**config.mk**
```make
export PLATFORM = sky130hd
export DESIGN_NAME = bitbang_eeprom
export DESIGN_NICKNAME = d
export VERILOG_FILES = /design/src/rtl/eep_pkg.sv /design/src/rtl/eep_host_qual.sv /design/src/rtl/eep_sequencer.sv /design/src/rtl/eep_word_array.sv /design/src/rtl/bitbang_eeprom.sv
export SDC_FILE = /design/constraint.sdc
export NUM_CORES = 2
export LEC_CHECK = 0
export BUFFER_PORTS_ARGS = -buffer_cell sky130_fd_sc_hd__buf_2
export CAP_MARGIN = 10
export CELL_PAD_IN_SITES_DETAIL_PLACEMENT = 1
export CELL_PAD_IN_SITES_GLOBAL_PLACEMENT = 1
export CORE_MARGIN = 3
export CORE_UTILIZATION = 55
export CTS_CLUSTER_SIZE = 12
export DETAILED_ROUTE_END_ITERATION = 7
export PLACE_DENSITY_LB_ADDON = 0.25
export SLEW_MARGIN = 20
export SYNTH_ARGS = -nofsm -noshare
export SYNTH_HDL_FRONTEND = slang
export SYNTH_HIERARCHICAL = 1
export SYNTH_SLANG_ARGS = --single-unit
```
**constraint.sdc**
```tcl
create_clock -name clk -period 6.02 [get_ports clk]
set_input_delay 0.602 -clock clk [delete_from_list [all_inputs] [get_ports clk]]
set_output_delay 0.602 -clock clk [all_outputs]
set_load 0.05 [all_outputs]
```
**src/rtl/eep_pkg.sv**
```systemverilog
package eep_pkg;

  typedef enum logic [2:0] {
    ST_IDLE  = 3'd0,
    ST_OPHI  = 3'd1,
    ST_OPLO  = 3'd2,
    ST_ADDR  = 3'd3,
    ST_XFER  = 3'd4
  } eep_state_e;

  localparam logic [1:0] CMD_READ  = 2'b10;
  localparam logic [1:0] CMD_WRITE = 2'b01;
  localparam logic [1:0] DIR_ABORT = 2'b10;

  function automatic logic [31:0] seed_word(input int unsigned idx,
                                            input logic [31:0] mul,
                                            input logic [31:0] add);
    return idx * mul + add;
  endfunction

endpackage

```
**src/rtl/eep_host_qual.sv**
```systemverilog
module eep_host_qual #(
  parameter int HOST_W  = 8,
  parameter int EN_HI   = 7,
  parameter int EN_LO   = 6,
  parameter int DIN_BIT = 5,
  parameter int DIR_LO  = 4
) (
  input  logic              host_wr,
  input  logic              host_sel,
  input  logic [HOST_W-1:0] host_wdata,
  output logic              data_wr_ok,
  output logic              dir_wr_ok,
  output logic              din,
  output logic [1:0]        dir_val
);

  logic enabled;

  always_comb begin
    enabled    = host_wdata[EN_HI] & host_wdata[EN_LO];
    data_wr_ok = host_wr & enabled & ~host_sel;
    dir_wr_ok  = host_wr & enabled & host_sel;
    din        = host_wdata[DIN_BIT];
    dir_val    = host_wdata[DIR_LO+1:DIR_LO];
  end

endmodule

```
**src/rtl/eep_sequencer.sv**
```systemverilog
module eep_sequencer
  import eep_pkg::*;
#(
  parameter int ADDR_W = 6,
  parameter int WORD_W = 16,
  localparam int IDX_W = $clog2(WORD_W),
  localparam int ACNT_W = (ADDR_W > 1) ? $clog2(ADDR_W) : 1
) (
  input  logic              clk,
  input  logic              rst_n,
  input  logic              data_wr_ok,
  input  logic              dir_wr_ok,
  input  logic              din,
  input  logic [1:0]        dir_val,
  input  logic              rd_req,
  output eep_state_e        state,
  output logic [1:0]        cmd,
  output logic [ADDR_W-1:0] addr,
  output logic [IDX_W-1:0]  bit_idx,
  output logic              idx_live,
  output logic              bit_wr_en,
  output logic [1:0]        pin_dir
);

  localparam logic [IDX_W-1:0]  IDX_LAST  = IDX_W'(WORD_W - 1);
  localparam logic [ACNT_W-1:0] ACNT_LAST = ACNT_W'(ADDR_W - 1);

  eep_state_e        state_q, state_d;
  logic [1:0]        cmd_q, cmd_d;
  logic [ADDR_W-1:0] addr_q, addr_d;
  logic [IDX_W-1:0]  idx_q, idx_d;
  logic              live_q, live_d;
  logic [1:0]        dir_q, dir_d;
  logic [ACNT_W-1:0] acnt_q, acnt_d;
  logic              xfer_rd, xfer_wr, step;

  always_comb begin
    xfer_rd = (state_q == ST_XFER) && (cmd_q == CMD_READ) && rd_req;
    xfer_wr = (state_q == ST_XFER) && (cmd_q == CMD_WRITE) && data_wr_ok;
    step    = xfer_rd | xfer_wr;
  end

  always_comb begin
    state_d = state_q;
    cmd_d   = cmd_q;
    addr_d  = addr_q;
    idx_d   = idx_q;
    live_d  = live_q;
    dir_d   = dir_q;
    acnt_d  = acnt_q;
    if (dir_wr_ok) begin
      dir_d = dir_val;
      if (dir_val == DIR_ABORT) state_d = ST_IDLE;
    end else if (data_wr_ok) begin
      unique case (state_q)
        ST_IDLE: begin
          cmd_d   = 2'b00;
          state_d = ST_OPHI;
        end
        ST_OPHI: begin
          cmd_d[1] = din;
          idx_d    = '0;
          live_d   = 1'b0;
          state_d  = ST_OPLO;
        end
        ST_OPLO: begin
          cmd_d[0] = din;
          acnt_d   = '0;
          state_d  = ST_ADDR;
        end
        ST_ADDR: begin
          addr_d = {addr_q[ADDR_W-2:0], din};
          acnt_d = acnt_q + 1'b1;
          if (acnt_q == ACNT_LAST) state_d = ST_XFER;
        end
        default: ;
      endcase
    end
    if (step) begin
      if (!live_q) begin
        live_d = 1'b1;
        idx_d  = '0;
      end else if (idx_q == IDX_LAST) begin
        idx_d  = '0;
        addr_d = addr_q + 1'b1;
      end else begin
        idx_d = idx_q + 1'b1;
      end
    end
  end

  always_ff @(posedge clk or negedge rst_n) begin
    if (!rst_n) begin
      state_q <= ST_IDLE;
      cmd_q   <= '0;
      addr_q  <= '0;
      idx_q   <= '0;
      live_q  <= 1'b0;
      dir_q   <= '0;
      acnt_q  <= '0;
    end else begin
      state_q <= state_d;
      cmd_q   <= cmd_d;
      addr_q  <= addr_d;
      idx_q   <= idx_d;
      live_q  <= live_d;
      dir_q   <= dir_d;
      acnt_q  <= acnt_d;
    end
  end

  assign state     = state_q;
  assign cmd       = cmd_q;
  assign addr      = addr_q;
  assign bit_idx   = idx_q;
  assign idx_live  = live_q;
  assign pin_dir   = dir_q;
  assign bit_wr_en = xfer_wr & live_q;

endmodule

```
**src/rtl/eep_word_array.sv**
```systemverilog
module eep_word_array
  import eep_pkg::*;
#(
  parameter int ADDR_W = 6,
  parameter int WORD_W = 16,
  parameter logic [31:0] INIT_MUL = 32'h0000_9E37,
  parameter logic [31:0] INIT_ADD = 32'h0000_1357,
  localparam int DEPTH = 1 << ADDR_W,
  localparam int IDX_W = $clog2(WORD_W)
) (
  input  logic              clk,
  input  logic              rst_n,
  input  logic              wr_en,
  input  logic [ADDR_W-1:0] addr,
  input  logic [IDX_W-1:0]  bit_idx,
  input  logic              wr_bit,
  output logic [WORD_W-1:0] rd_word
);

  logic [WORD_W-1:0] words [DEPTH];
  logic [WORD_W-1:0] bit_mask;

  always_comb begin
    bit_mask = {{(WORD_W-1){1'b0}}, 1'b1} << (IDX_W'(WORD_W - 1) - bit_idx);
  end

  for (genvar i = 0; i < DEPTH; i++) begin : g_word
    logic [WORD_W-1:0] word_q, word_d;
    logic              word_en;

    always_comb begin
      word_en = wr_en && (addr == ADDR_W'(i));
      word_d  = wr_bit ? (word_q | bit_mask) : (word_q & ~bit_mask);
    end

    always_ff @(posedge clk or negedge rst_n) begin
      if (!rst_n) begin
        word_q <= WORD_W'(seed_word(i, INIT_MUL, INIT_ADD));
      end else if (word_en) begin
        word_q <= word_d;
      end
    end

    assign words[i] = word_q;
  end

  assign rd_word = words[addr];

endmodule

```
**src/rtl/bitbang_eeprom.sv**
```systemverilog
module bitbang_eeprom
  import eep_pkg::*;
#(
  parameter int ADDR_W = 6,
  parameter int WORD_W = 16,
  parameter logic [31:0] INIT_MUL = 32'h0000_9E37,
  parameter logic [31:0] INIT_ADD = 32'h0000_1357,
  parameter int DOUT_BIT = 4,
  localparam int IDX_W = $clog2(WORD_W)
) (
  input  logic       clk,
  input  logic       rst_n,
  input  logic       host_wr,
  input  logic       host_sel,
  input  logic [7:0] host_wdata,
  input  logic       host_rd,
  output logic [7:0] host_rdata,
  output logic [1:0] pin_dir
);

  logic              data_wr_ok, dir_wr_ok, din;
  logic [1:0]        dir_val;
  logic              rd_req;
  eep_state_e        state;
  logic [1:0]        cmd;
  logic [ADDR_W-1:0] addr;
  logic [IDX_W-1:0]  bit_idx;
  logic              idx_live, bit_wr_en;
  logic [WORD_W-1:0] rd_word;
  logic              out_bit;

  eep_host_qual u_qual (
    .host_wr    (host_wr),
    .host_sel   (host_sel),
    .host_wdata (host_wdata),
    .data_wr_ok (data_wr_ok),
    .dir_wr_ok  (dir_wr_ok),
    .din        (din),
    .dir_val    (dir_val)
  );

  assign rd_req = host_rd & ~host_wr;

  eep_sequencer #(.ADDR_W(ADDR_W), .WORD_W(WORD_W)) u_seq (
    .clk        (clk),
    .rst_n      (rst_n),
    .data_wr_ok (data_wr_ok),
    .dir_wr_ok  (dir_wr_ok),
    .din        (din),
    .dir_val    (dir_val),
    .rd_req     (rd_req),
    .state      (state),
    .cmd        (cmd),
    .addr       (addr),
    .bit_idx    (bit_idx),
    .idx_live   (idx_live),
    .bit_wr_en  (bit_wr_en),
    .pin_dir    (pin_dir)
  );

  eep_word_array #(
    .ADDR_W(ADDR_W), .WORD_W(WORD_W), .INIT_MUL(INIT_MUL), .INIT_ADD(INIT_ADD)
  ) u_array (
    .clk     (clk),
    .rst_n   (rst_n),
    .wr_en   (bit_wr_en),
    .addr    (addr),
    .bit_idx (bit_idx),
    .wr_bit  (din),
    .rd_word (rd_word)
  );

  always_comb begin
    out_bit    = rd_word[IDX_W'(WORD_W - 1) - bit_idx];
    host_rdata = '0;
    if ((state == ST_XFER) && (cmd == CMD_READ) && idx_live)
      host_rdata[DOUT_BIT] = out_bit;
  end

endmodule

```
==> impl_metrics.csv <==
group,metric,value,unit
sta,skew,0.0275,ns
worst_setup_path,crit_required,5.42,ns
logic_synthesis,synth-edff-count,0,
place,gp_congestion,0.956,
clock_network,clkLatencyLatePin,0.74,ns
final_layout,final_area,0.0577,mm2
global_routing,grt_pass1_wl,316,mm
worst_setup_path,startpoint,"u_seq/addr[1]",
worst_setup_path,ff2ff_setup_slack,1.86,ns
die,initial_core_util,55.9,%
clock_network,clk_path_buf_depth,3,
die,design.core.area,0.0940,mm2
worst_setup_path,worstSetupPathType,"reg2out",
global_routing,grtUsageTotal,42.2,%
status,outcome,"completed",
detailed_routing,dr.pass1.iters,6,
final_layout,fin_util,61.3,%
clock_network,clkSinkCount,1045,
worst_setup_path,crit_chain,"buf_12 > mux4_2 > a22oi_1 > a21oi_1 > or4_1 > mux4_1 > mux2i_1 > a21oi_1 > buf_2",
sta,hold_ws,0.148,ns
worst_setup_path,ff2ff_path_depth,8,
worst_setup_path,cp_max_fo,55,
logic_synthesis,synth_area_leader_cell,"dfstp_2",
die,die_x,315,um
final_layout,area_delta_synth_final,9.77,%
worst_setup_path,crit_arrival,5.41,ns
die,ios,23,
logic_synthesis,synth_warnings,6,
sta,hold_viol,0,
logic_synthesis,synth_area_per_cell,9.57,um2
clock_network,cts.reportedPaths.clkPinSlew,0.06,ns
logic_synthesis,synth-seq-cells,1045,
worst_setup_path,crit_end,"host_rdata[4]",
global_routing,antenna_found_initial,16,
sta,period_needed,6.01,ns
logic_synthesis,ys_seq_area_share,51.0,%
worst_setup_path,crit_top_cell,"a21oi_1",
min_path,hold_path.class,"in2reg",
sta,setup_viol,0,
detailed_routing,wire_per_inst,31.9,um
detailed_routing,wl,209,mm
detailed_routing,drt_iter0_drc,6151,
logic_synthesis,synth.distinct_cells,59,
sta,worst_slew_pin_slew,1.21,ns
sta,clock.fmax,0.166,GHz
logic_synthesis,netlist_instances,5489,
clock_network,cts_inserted_buffers,114,
worst_setup_path,end_kind,"output port",
detailed_routing,postRouteAntennaNets,0,
sta,relSlewSlack,19.4,%
place,placed_area,0.0536,mm2
place,port_buffers,11,
sta,min_period_over_period,99.8,%
sta,drv_slew,0,
worst_setup_path,slowest_stage,"a22oi_1",
detailed_routing,via_per_inst,7.23,
die,die_area,0.0992,mm2
final_layout,final_layout_size_suffix_gt1_share,23.2,%
power,irDropWorstVdd,0.000246,V
global_routing,first_global_vias,51000,
clock_network,cts_tree,"yes",
power,leakagePower,26.5,nW
die,die_h,315,um
place,dp_hpwl,115,mm
die,rows,112,
logic_synthesis,ys.flop_type,"dfrtp_1",
run,cap_violations,0,
power,p_per_area,282,mW/mm2
worst_setup_path,reg2reg_from,"u_seq/addr[0]",
logic_synthesis,synth_most_common_cell,"nand3_1",
sta,finalSetupTns,0,ns
final_layout,fin_nets,5222,
logic_synthesis,synth_top_area_share,25.5,%
worst_setup_path,start_kind,"register",
detailed_routing,drc,0,
logic_synthesis,yosys-top-cells-count,"1082 x nand3_1, 1060 x nand2_1, 535 x dfrtp_1",
global_routing,grt_overflow,0,
sta,rsz0062_at_grt,"no",
clock_network,cts-root-buf,"clkbuf_16",
detailed_routing,vias,47500,
clock_network,htree_levels,3,
worst_setup_path,slowest_delay,0.88,ns
clock_network,cts_resized,0,
logic_synthesis,async_flop_share,100,%
global_routing,grt_max_degree,233,
logic_synthesis,synth_area,0.0525,mm2
logic_synthesis,synth_area_leaders,"dfstp_2 26%, dfrtp_1 25%, mux4_2 11%",
-- per-stage QoR --
step	setup WS [ns]	cells	power, mW
after global routing	0.0402	6558	16.6
after floorplan	2.04	5495	8.33
after global placement	0.854	6334	8.93
after detailed placement	0.822	6334	8.95
final	0.0101	6564	16.2
after CTS	0.000707	6548	16.2
-- cell type report --
class | instances | area (um2)
Timing Repair Buffer | 186 | 1740
Inverter | 6 | 22.5
Fill cell | 10200 | 36400
Multi-Input combinational cell | 3852 | 23600
Tap cell | 1254 | 1570
Antenna cell | 8 | 20.0
Sequential cell | 1045 | 26800
Clock inverter | 37 | 419
Clock buffer | 176 | 3470
-- cell usage in the layout (no fill, tap or decap), drive strengths merged, types with 3 or more instances in the layout --
master,instances
o21ai,1036
a21oi,71
nand4bb,5
nor3,21
and4,4
and4b,3
nand3,1082
inv,7
and2,4
a22oi,128
diode,8
and3,6
buf,184
o21a,4
nor2b,10
ha,4
a22o,3
dfstp,510
bufinv,7
clkbuf,177
nor2,62
a31oi,3
dfrtp,535
or4,17
nand2,1060
or4b,4
clkinv,25
nand3b,4
nor4,5
nand4b,3
clkinvlp,4
mux2,4
nand4,5
mux2i,3
conb,7
mux4,260
nand2b,10
-- where the power goes --
group	leakage, nW	switching [mW]	internal [mW]	total [mW]
clock network	1.92	3.05	4.25	7.31
logic	11.8	1.20	0.578	1.78
registers	12.7	0.0727	7.07	7.14
total	26.5	4.33	11.9	16.2
-- layer usage --
metal  GRT usage [%]  part of all wire, %
met1            53.1                   36
met5               0                0.014
met4            27.4                  7.2
met3            11.5                   11
met2            64.4                   45
-- cell families after synthesis --
family | after synthesis | share of synthesized area [%]
AOI/OAI and AO/OA | 1258 | 12.7
adders and majority gates | 4 | 0.0953
buffers and inverters | 598 | 4.71
DFF | 1045 | 51.0
muxes | 267 | 11.3
other | 1 | 0.00714
and+or+nand+nor | 2316 | 20.1
-- worst max-delay path, delay by kind of cell (launching register included) --
family	cells	cell delay, ns
buffers and inverters	2	0.66
DFF	1	0.87
AOI/OAI and AO/OA	3	1.21
and+or+nand+nor	1	0.49
muxes	3	1.40
-- timing repair --
item                                   in CTS  in global routing
hold buffers                                1                  0
setup endpoints to repair                   0                  1
setup buffers                               0                  6
endpoints found under the hold margin      10                  0
-- how the worst min path moves through the flow --
stage                   from                    endpoint  slack (ns)  depth (start not counted)
2_1_floorplan          rst_n  asynchronous set/reset pin        0.31                          0
3_3_place_gp        register                    register        0.46                          2
3_5_place_dp        register                    register        0.47                          2
4_1_cts        host_wdata[4]            u_seq/pin_dir[0]        0.13                          2
5_1_grt        host_wdata[4]            u_seq/pin_dir[0]        0.14                          2
6_report       host_wdata[4]            u_seq/pin_dir[0]        0.15                          2
No activity file was read; power rests on OpenSTA's default activity.
